[src/rtl/irqc_pkg.sv]
package irqc_pkg;
  // Number of bytes covered by one register word on the bus
  function automatic int unsigned word_bytes(input int unsigned word_w);
    return word_w / 8;
  endfunction
endpackage

[src/rtl/irqc_rst_sync.sv]
module irqc_rst_sync (
  input  logic clk,
  input  logic rst_n,
  output logic rst_sync_n
);
  logic [1:0] rst_q;

  always_ff @(posedge clk or negedge rst_n) begin
    if (!rst_n) rst_q <= 2'b00;
    else        rst_q <= {rst_q[0], 1'b1};
  end

  assign rst_sync_n = rst_q[1];
endmodule

[src/rtl/irqc_sync.sv]
module irqc_sync #(
  parameter int unsigned WIDTH  = 32,
  parameter int unsigned STAGES = 2
) (
  input  logic             clk,
  input  logic             rst_n,
  input  logic [WIDTH-1:0] din,
  output logic [WIDTH-1:0] dout
);
  logic [WIDTH-1:0] stg_q [STAGES];
  logic [WIDTH-1:0] stg_d [STAGES];

  for (genvar s = 0; s < STAGES; s++) begin : g_stage
    if (s == 0) begin : g_first
      assign stg_d[s] = din;
    end else begin : g_next
      assign stg_d[s] = stg_q[s-1];
    end

    always_ff @(posedge clk or negedge rst_n) begin
      if (!rst_n) stg_q[s] <= '0;
      else        stg_q[s] <= stg_d[s];
    end
  end

  assign dout = stg_q[STAGES-1];
endmodule

[src/rtl/irqc_regs.sv]
module irqc_regs #(
  parameter int unsigned NUM_SRC   = 32,
  parameter int unsigned WORD_W    = 16,
  parameter int unsigned ADDR_W    = 16,
  parameter int unsigned STAT_BASE = 32'h20,
  parameter int unsigned MASK_BASE = 32'h30
) (
  input  logic               clk,
  input  logic               rst_n,
  input  logic               bus_sel,
  input  logic               bus_wr,
  input  logic [ADDR_W-1:0]  bus_addr,
  input  logic [WORD_W-1:0]  bus_wdata,
  input  logic [NUM_SRC-1:0] stat_vec,
  output logic [NUM_SRC-1:0] mask_vec,
  output logic [WORD_W-1:0]  bus_rdata,
  output logic               bus_rvalid
);
  import irqc_pkg::*;

  localparam int unsigned NUM_WORDS = NUM_SRC / WORD_W;
  localparam int unsigned STRIDE    = word_bytes(WORD_W);

  logic                 rd_req;
  logic                 wr_req;
  logic [NUM_WORDS-1:0] hit_stat;
  logic [NUM_WORDS-1:0] hit_mask;
  logic [NUM_WORDS-1:0] mask_en;
  logic [WORD_W-1:0]    mask_q [NUM_WORDS];
  logic [WORD_W-1:0]    mask_d [NUM_WORDS];
  logic [WORD_W-1:0]    rd_mux;
  logic [WORD_W-1:0]    rdata_q;
  logic                 rvalid_q;

  assign rd_req = bus_sel & ~bus_wr;
  assign wr_req = bus_sel &  bus_wr;

  for (genvar w = 0; w < NUM_WORDS; w++) begin : g_word
    localparam logic [ADDR_W-1:0] STAT_ADDR = ADDR_W'(STAT_BASE + w * STRIDE);
    localparam logic [ADDR_W-1:0] MASK_ADDR = ADDR_W'(MASK_BASE + w * STRIDE);

    assign hit_stat[w] = (bus_addr == STAT_ADDR);
    assign hit_mask[w] = (bus_addr == MASK_ADDR);
    assign mask_en[w]  = wr_req & hit_mask[w];
    assign mask_d[w]   = bus_wdata;

    // Mask word: all sources blocked out of reset
    always_ff @(posedge clk or negedge rst_n) begin
      if (!rst_n)          mask_q[w] <= '1;
      else if (mask_en[w]) mask_q[w] <= mask_d[w];
    end

    assign mask_vec[w*WORD_W +: WORD_W] = mask_q[w];
  end

  // Read mux: unmapped offsets yield zero
  always_comb begin
    rd_mux = '0;
    for (int w = 0; w < NUM_WORDS; w++) begin
      if (hit_stat[w]) rd_mux = rd_mux | stat_vec[w*WORD_W +: WORD_W];
      if (hit_mask[w]) rd_mux = rd_mux | mask_q[w];
    end
  end

  always_ff @(posedge clk or negedge rst_n) begin
    if (!rst_n) rvalid_q <= 1'b0;
    else        rvalid_q <= rd_req;
  end

  always_ff @(posedge clk or negedge rst_n) begin
    if (!rst_n)      rdata_q <= '0;
    else if (rd_req) rdata_q <= rd_mux;
  end

  assign bus_rdata  = rdata_q;
  assign bus_rvalid = rvalid_q;
endmodule

[src/rtl/irqc_combine.sv]
module irqc_combine #(
  parameter int unsigned NUM_SRC = 32,
  parameter int unsigned WORD_W  = 16
) (
  input  logic               clk,
  input  logic               rst_n,
  input  logic [NUM_SRC-1:0] stat_vec,
  input  logic [NUM_SRC-1:0] mask_vec,
  output logic               irq_n
);
  localparam int unsigned NUM_WORDS = NUM_SRC / WORD_W;

  logic [NUM_WORDS-1:0] word_pend;
  logic                 any_pend;
  logic                 irq_n_d;
  logic                 irq_n_q;

  // One reduction per word, then a narrow OR across words
  for (genvar w = 0; w < NUM_WORDS; w++) begin : g_word
    assign word_pend[w] = |(stat_vec[w*WORD_W +: WORD_W] & ~mask_vec[w*WORD_W +: WORD_W]);
  end

  assign any_pend = |word_pend;
  assign irq_n_d  = ~any_pend;

  always_ff @(posedge clk or negedge rst_n) begin
    if (!rst_n) irq_n_q <= 1'b1;
    else        irq_n_q <= irq_n_d;
  end

  assign irq_n = irq_n_q;
endmodule

[src/rtl/irqc_top.sv]
module irqc_top #(
  parameter int unsigned NUM_SRC     = 32,
  parameter int unsigned WORD_W      = 16,
  parameter int unsigned ADDR_W      = 16,
  parameter int unsigned SYNC_STAGES = 2,
  parameter int unsigned STAT_BASE   = 32'h20,
  parameter int unsigned MASK_BASE   = 32'h30
) (
  input  logic               clk,
  input  logic               rst_n,
  input  logic [NUM_SRC-1:0] src_lvl,
  input  logic               bus_sel,
  input  logic               bus_wr,
  input  logic [ADDR_W-1:0]  bus_addr,
  input  logic [WORD_W-1:0]  bus_wdata,
  output logic [WORD_W-1:0]  bus_rdata,
  output logic               bus_rvalid,
  output logic               irq_n
);
  logic               core_rst_n;
  logic [NUM_SRC-1:0] stat_vec;
  logic [NUM_SRC-1:0] mask_vec;

  irqc_rst_sync u_rst (
    .clk        (clk),
    .rst_n      (rst_n),
    .rst_sync_n (core_rst_n)
  );

  irqc_sync #(.WIDTH(NUM_SRC), .STAGES(SYNC_STAGES)) u_sync (
    .clk   (clk),
    .rst_n (core_rst_n),
    .din   (src_lvl),
    .dout  (stat_vec)
  );

  irqc_regs #(
    .NUM_SRC(NUM_SRC), .WORD_W(WORD_W), .ADDR_W(ADDR_W),
    .STAT_BASE(STAT_BASE), .MASK_BASE(MASK_BASE)
  ) u_regs (
    .clk        (clk),
    .rst_n      (core_rst_n),
    .bus_sel    (bus_sel),
    .bus_wr     (bus_wr),
    .bus_addr   (bus_addr),
    .bus_wdata  (bus_wdata),
    .stat_vec   (stat_vec),
    .mask_vec   (mask_vec),
    .bus_rdata  (bus_rdata),
    .bus_rvalid (bus_rvalid)
  );

  irqc_combine #(.NUM_SRC(NUM_SRC), .WORD_W(WORD_W)) u_comb (
    .clk      (clk),
    .rst_n    (core_rst_n),
    .stat_vec (stat_vec),
    .mask_vec (mask_vec),
    .irq_n    (irq_n)
  );
endmodule

[config.mk]
export PLATFORM = sky130hd
export DESIGN_NAME = irqc_top
export DESIGN_NICKNAME = d
export VERILOG_FILES = /design/src/rtl/irqc_pkg.sv /design/src/rtl/irqc_rst_sync.sv /design/src/rtl/irqc_sync.sv /design/src/rtl/irqc_regs.sv /design/src/rtl/irqc_combine.sv /design/src/rtl/irqc_top.sv
export SDC_FILE = /design/constraint.sdc
export NUM_CORES = 1
export LEC_CHECK = 0
export BUFFER_PORTS_ARGS = -buffer_cell sky130_fd_sc_hd__buf_4
export CORE_ASPECT_RATIO = 1.25
export CORE_MARGIN = 2
export CORE_UTILIZATION = 59
export CTS_CLUSTER_SIZE = 10
export DETAILED_ROUTE_END_ITERATION = 7
export HOLD_SLACK_MARGIN = 0.03
export PLACE_DENSITY_LB_ADDON = 0.05
export SLEW_MARGIN = 40
export SYNTH_ARGS = -nofsm -noshare
export SYNTH_HDL_FRONTEND = slang
export SYNTH_SLANG_ARGS = --single-unit
[constraint.sdc]
create_clock -name clk -period 9.6 [get_ports clk]
set_input_delay 1.92 -clock clk [delete_from_list [all_inputs] [get_ports clk]]
set_output_delay 1.92 -clock clk [all_outputs]
set_load 0.02 [all_outputs]
; ---- After elaboration in Yosys (flattened, before gate mapping)
; Index checks and enable logic that the tools add are counted.
[op_classes]
eq_ne = 4
n_mux = 4
bitwise_logic = 13
n_reduce_logical = 1
[ops]
columns = operator, count
row1 = $eq A16 B6 Y1 const B, 4
row2 = $mux W16, 4
row3 = $or A16 B16 Y16, 3
row4 = $and A16 B16 Y16, 2
row5 = $not A16 Y16, 2
row6 = $reduce_or A32 Y1, 1
row7 = $and A1 B1 Y1, 4
row8 = $not A1 Y1, 2
[word_totals]
register_bits = 116
inputBits = 68
out_inout_bits = 18
wordCells = 30

; ---- Depth between registers and ports, before layout
[depth]
ltp_word = 8
ltp_mapped = 7
mapped_depth_nobuf = 5

; ---- By module
; A second synthesis with hierarchy kept.
[hier_totals]
hier_cells = 289
area_unflattened_um2 = 4388.0
[modules_own_cells]
columns = mod, n_inst, cells_per_inst, area_each_um2, seq_area_each_um2
row1 = irqc_regs, 1, 168, 2452.4, 1266.2
row2 = irqc_sync, 1, 64, 1601.5, 1601.5
row3 = irqc_combine, 1, 54, 280.3, 26.3
row4 = irqc_rst_sync, 1, 3, 53.8, 50.0

; ---- Least setup slack after synthesis
; Ideal clock, no wire load.
[synth_path]
path_type = input -> register
startpoint = in bus_addr[13]
endpoint = reg u_regs.mask_q, in the netlist u_regs.mask_vec[10]
setup_ns = 0.082
arrival_time_ns = 3.348
t_required_ns = 9.518
slack_ns = 6.169
stages = 5
path_buffers = 1
cell_sequence = nor4_4 -> and4_1 -> nor4b_4 -> buf_6 -> mux2_2
[synth_via]
elab_chain_cells = 2
[synth_lines]
columns = element, line
row1 = "start, declared", irqc_top.sv:14  ; input logic [ADDR_W-1:0] bus_addr,
row2 = $eq A16 B6 Y1, irqc_regs.sv:43  ; assign hit_mask[w] = (bus_addr == MASK_ADDR);
row3 = $and A1 B1 Y1, irqc_regs.sv:44  ; assign mask_en[w] = wr_req & hit_mask[w];
row4 = "end signal, assigned by index", irqc_regs.sv:50  ; else if (mask_en[w]) mask_q[w] <= mask_d[w];
row5 = "end, declared", irqc_regs.sv:29  ; logic [WORD_W-1:0] mask_q [NUM_WORDS];
; No other way between the ends.
; A chain may end at the register's enable or synchronous reset.

; ---- Worst setup path after layout
[layout_path]
startpoint = in bus_wr
endpoint = reg u_regs.rdata_q[5], in the netlist u_regs.bus_rdata[5]
[layout_via]
elab_chain_cells = 2
[layout_lines]
columns = element, line
row1 = "start, declared", irqc_top.sv:13  ; input logic bus_wr,
row2 = $not A1 Y1, irqc_regs.sv:35  ; assign rd_req = bus_sel & ~bus_wr;
row3 = $and A1 B1 Y1, irqc_regs.sv:35
row4 = "end signal, assigned", irqc_regs.sv:72  ; else if (rd_req) rdata_q <= rd_mux;
row5 = "end, declared", irqc_regs.sv:32  ; logic [WORD_W-1:0] rdata_q;
; No other way between the ends.

==> impl_metrics.yaml <==
run_status:
  status: "finished, final reports clean"
sta:
  period_minus_slack_ps: 3350
  grt_setup_unrepaired: "false"
  skew_ps: 7.29
  timing.fmax_mhz: 299
  setup_viol: 0
  fin_crit_sh: 0.349
  finalHoldViolations: 0
  setup_ws_ps: 6250
  tightest_slew_ps: 676
  slew_violations: 0
  max_slew_margin: 0.549
  timing.setup.tns_ps: 0
grt:
  grt_usage: 0.268
  grt_overflow: 0
  grt_pass1_vias: 3183
  grt_start_max_net_pins: 88
  grt_first_pass_wirelength_um: 15800
  antenna_found_initial: 0
drt:
  avgRoutedWirePerCell_um: 18.9
  viasPerCell: 5.68
  drtIter0Drc: 157
  antenna_left: 0
  drcViolationCount: 0
  drt_wl_total_um: 10100
  drt_pass1_iterations: 7
  vias: 3039
hold_path:
  hold_path_class: "flop to asynchronous set/reset pin"
synthesis:
  syn_inst: 331
  yosysWarnings: 0
  synth.avg_cell_area_um2: 13.4
  synth_ff_type: "dfrtp_1"
  yosysSeqAreaShare: 0.664
  yosys.cell_types.count: 30
  ys_ff_latch: 116
  syn-cell-area_um2: 4430
  synth_edf_count: 0
  synthArstFlopShare: 1.00
  syn_nets: 399
cts:
  clockBufferDepth: 2
  clkTransAtPathRegs_ps: 60
  cts_resized: 0
  cts_buffers: 17
  cts_sinks: 116
  h-tree-depth: 4
  hold_buffers: 0
  ctsRootBufferMaster: "clkbuf_8"
  cts_tree: "built"
  clock_latency_ps: 510
  post-cts-setup-buffers: 0
worst_setup_path:
  cp_cell_sequence: "buf_4, nand2b_1, buf_4, clkinv_1, nor2_1, nor2_1, a221o_1"
  crit_start: "bus_wr"
  crit_slowest_cell: "clkinv_1"
  reg2reg_from: "u_regs.mask_vec[8]$_DFFE_PN1P_"
  end_kind: "flop"
  crit_required_ps: 9990
  cp.arrival_ps: 3730
  critPathLaunchType: "input pin"
  crit_type: "input pin to flop"
  crit_path_max_fanout: 33
  max_stage_delay_ps: 560
power:
  p_leak_nw: 2.73
  ir_worst_vdd_mv: 0.163
  pwr_density_cell_nw_per_um2: 211
cells_and_area:
  layout.nets: 498
  final_core_util: 0.797
  area_delta_synth_final_pct: 31.5
  drive_gt1_frac: 0.442
  n_antenna_cell: 0
place:
  gp_congestion: 0.841
  pre_cts_ws_ps: 5550
  dp_hpwl_um: 6220
  portBuffers: 85
floorplanning:
  core_region_area_um2: 7310
  initial_core_util: 0.606
  io_pins: 86
  die_y_um: 101
  dieArea_um2: 8230
  fp.dieW_um: 81.5
  rows: 35
run:
  drv_cap: 0
-- final cells by class --
cell class / instances / area (um^2)
tap: 92 / 115
clock buffer: 19 / 442
sequential: 116 / 2950
inverter: 34 / 128
clock inverter: 13 / 195
fill: 448 / 1490
timing repair buffer: 92 / 701
multi-input combinational: 169 / 1300
-- routing by layer --
| metal | vias up | GRT usage | wire, um |
|---|---|---|---|
| li1 | 1366 | - | - |
| met1 | 1526 | 0.319 | 3910 |
| met2 | 131 | 0.450 | 5420 |
| met3 | 16 | 0.0681 | 606 |
| met4 | 0 | 0.125 | 167 |
| met5 | - | 0 | 0 |
-- state kept, by name (all words and copies together) (netlist names) --
register / count
u_sync.dout: 32
u_regs.bus_rvalid: 1
u_regs.bus_rdata: 16
u_regs.mask_vec: 32
u_sync.stg_d: 32
u_comb.irq_n: 1
u_rst.rst_q: 2
-- Yosys cell counts, types with 2 or more instances --
cell type	number	area (um^2)
nor4b_1	3	26.3
nor2_1	31	116
mux2_2	32	360
mux2i_1	15	150
nor4_2	2	25.0
nand4_1	2	12.5
nor4_1	5	31.3
dfstp_2	33	867
nand2_1	18	67.6
inv_1	33	124
o22ai_1	16	100
nand3_1	3	15.0
and4_1	2	17.5
buf_2	4	20.0
o31ai_1	15	113
nand2b_1	2	12.5
a221o_1	15	150
clkbuf_1	5	18.8
nor3_1	2	10.0
dfrtp_1	83	2080
-- critical path, delay by kind of cell --
kind,cells,cell delay (ps)
AOI/OAI and AO/OA,1,290
buffers and inverters,3,1000
and+or+nand+nor,3,510
-- cell usage in the layout (no fill, tap or decap), types with 3 or more instances in the layout --
cell         n
buf_4       90
dfrtp_1     82
inv_1       33
dfstp_2     33
mux2_2      32
nor2_1      31
nand2_1     18
o22ai_1     16
clkbuf_16   16
mux2i_1     15
o31ai_1     15
a221o_1     15
nor4_1       5
clkbuf_8     4
bufinv_16    4
inv_6        4
nand3_1      3
nor4b_1      3
clkinvlp_4   3
-- worst paths after layout --
path / slack, ps / cells past startpoint / to
min in group clk: 350 / 0 / u_sync.dout[15]$_DFF_PN0_
max reg2reg: 8280 / 3 / u_comb.irq_n$_DFF_PN1_
max in group asynchronous: 8320 / 1 / u_rst.rst_q[1]$_DFF_PN0_
min reg2reg: 240 / 0 / u_sync.stg_d[24]$_DFF_PN0_
min: 240 / 0 / u_sync.stg_d[24]$_DFF_PN0_
max: 6250 / 7 / u_regs.bus_rdata[5]$_DFFE_PN0P_
-- power by group --
group,leakage [nW],internal [mW],switching [mW]
logic,1.08,0.0246,0.0275
clock network,0.302,0.439,0.229
registers,1.34,0.504,0.00792
total,2.73,0.968,0.264
-- stage by stage --
stage	std cells	total power, mW	hold WS [ps]	cell area (um^2)
after floorplan	331	0.538	331	4430
after global placement	502	0.569	236	5170
final	535	1.23	236	5830
after CTS	534	1.24	249	5810
after global routing	535	1.27	282	5830
after detailed placement	502	0.572	247	5180
-- kinds of logic (layout without fill, tap and decap cells) --
| logic type | Yosys count | count (layout) | synth area share |
|---|---|---|---|
| AO/OA/AOI/OAI | 46 | 46 | 0.0819 |
| buffers and inverters | 46 | 158 | 0.0426 |
| flip-flops | 116 | 116 | 0.664 |
| multiplexers | 48 | 48 | 0.120 |
| other | 1 | 1 | 0.000846 |
| AND/OR/NAND/NOR | 74 | 74 | 0.0903 |
Power figures use the tool's default switching activity.
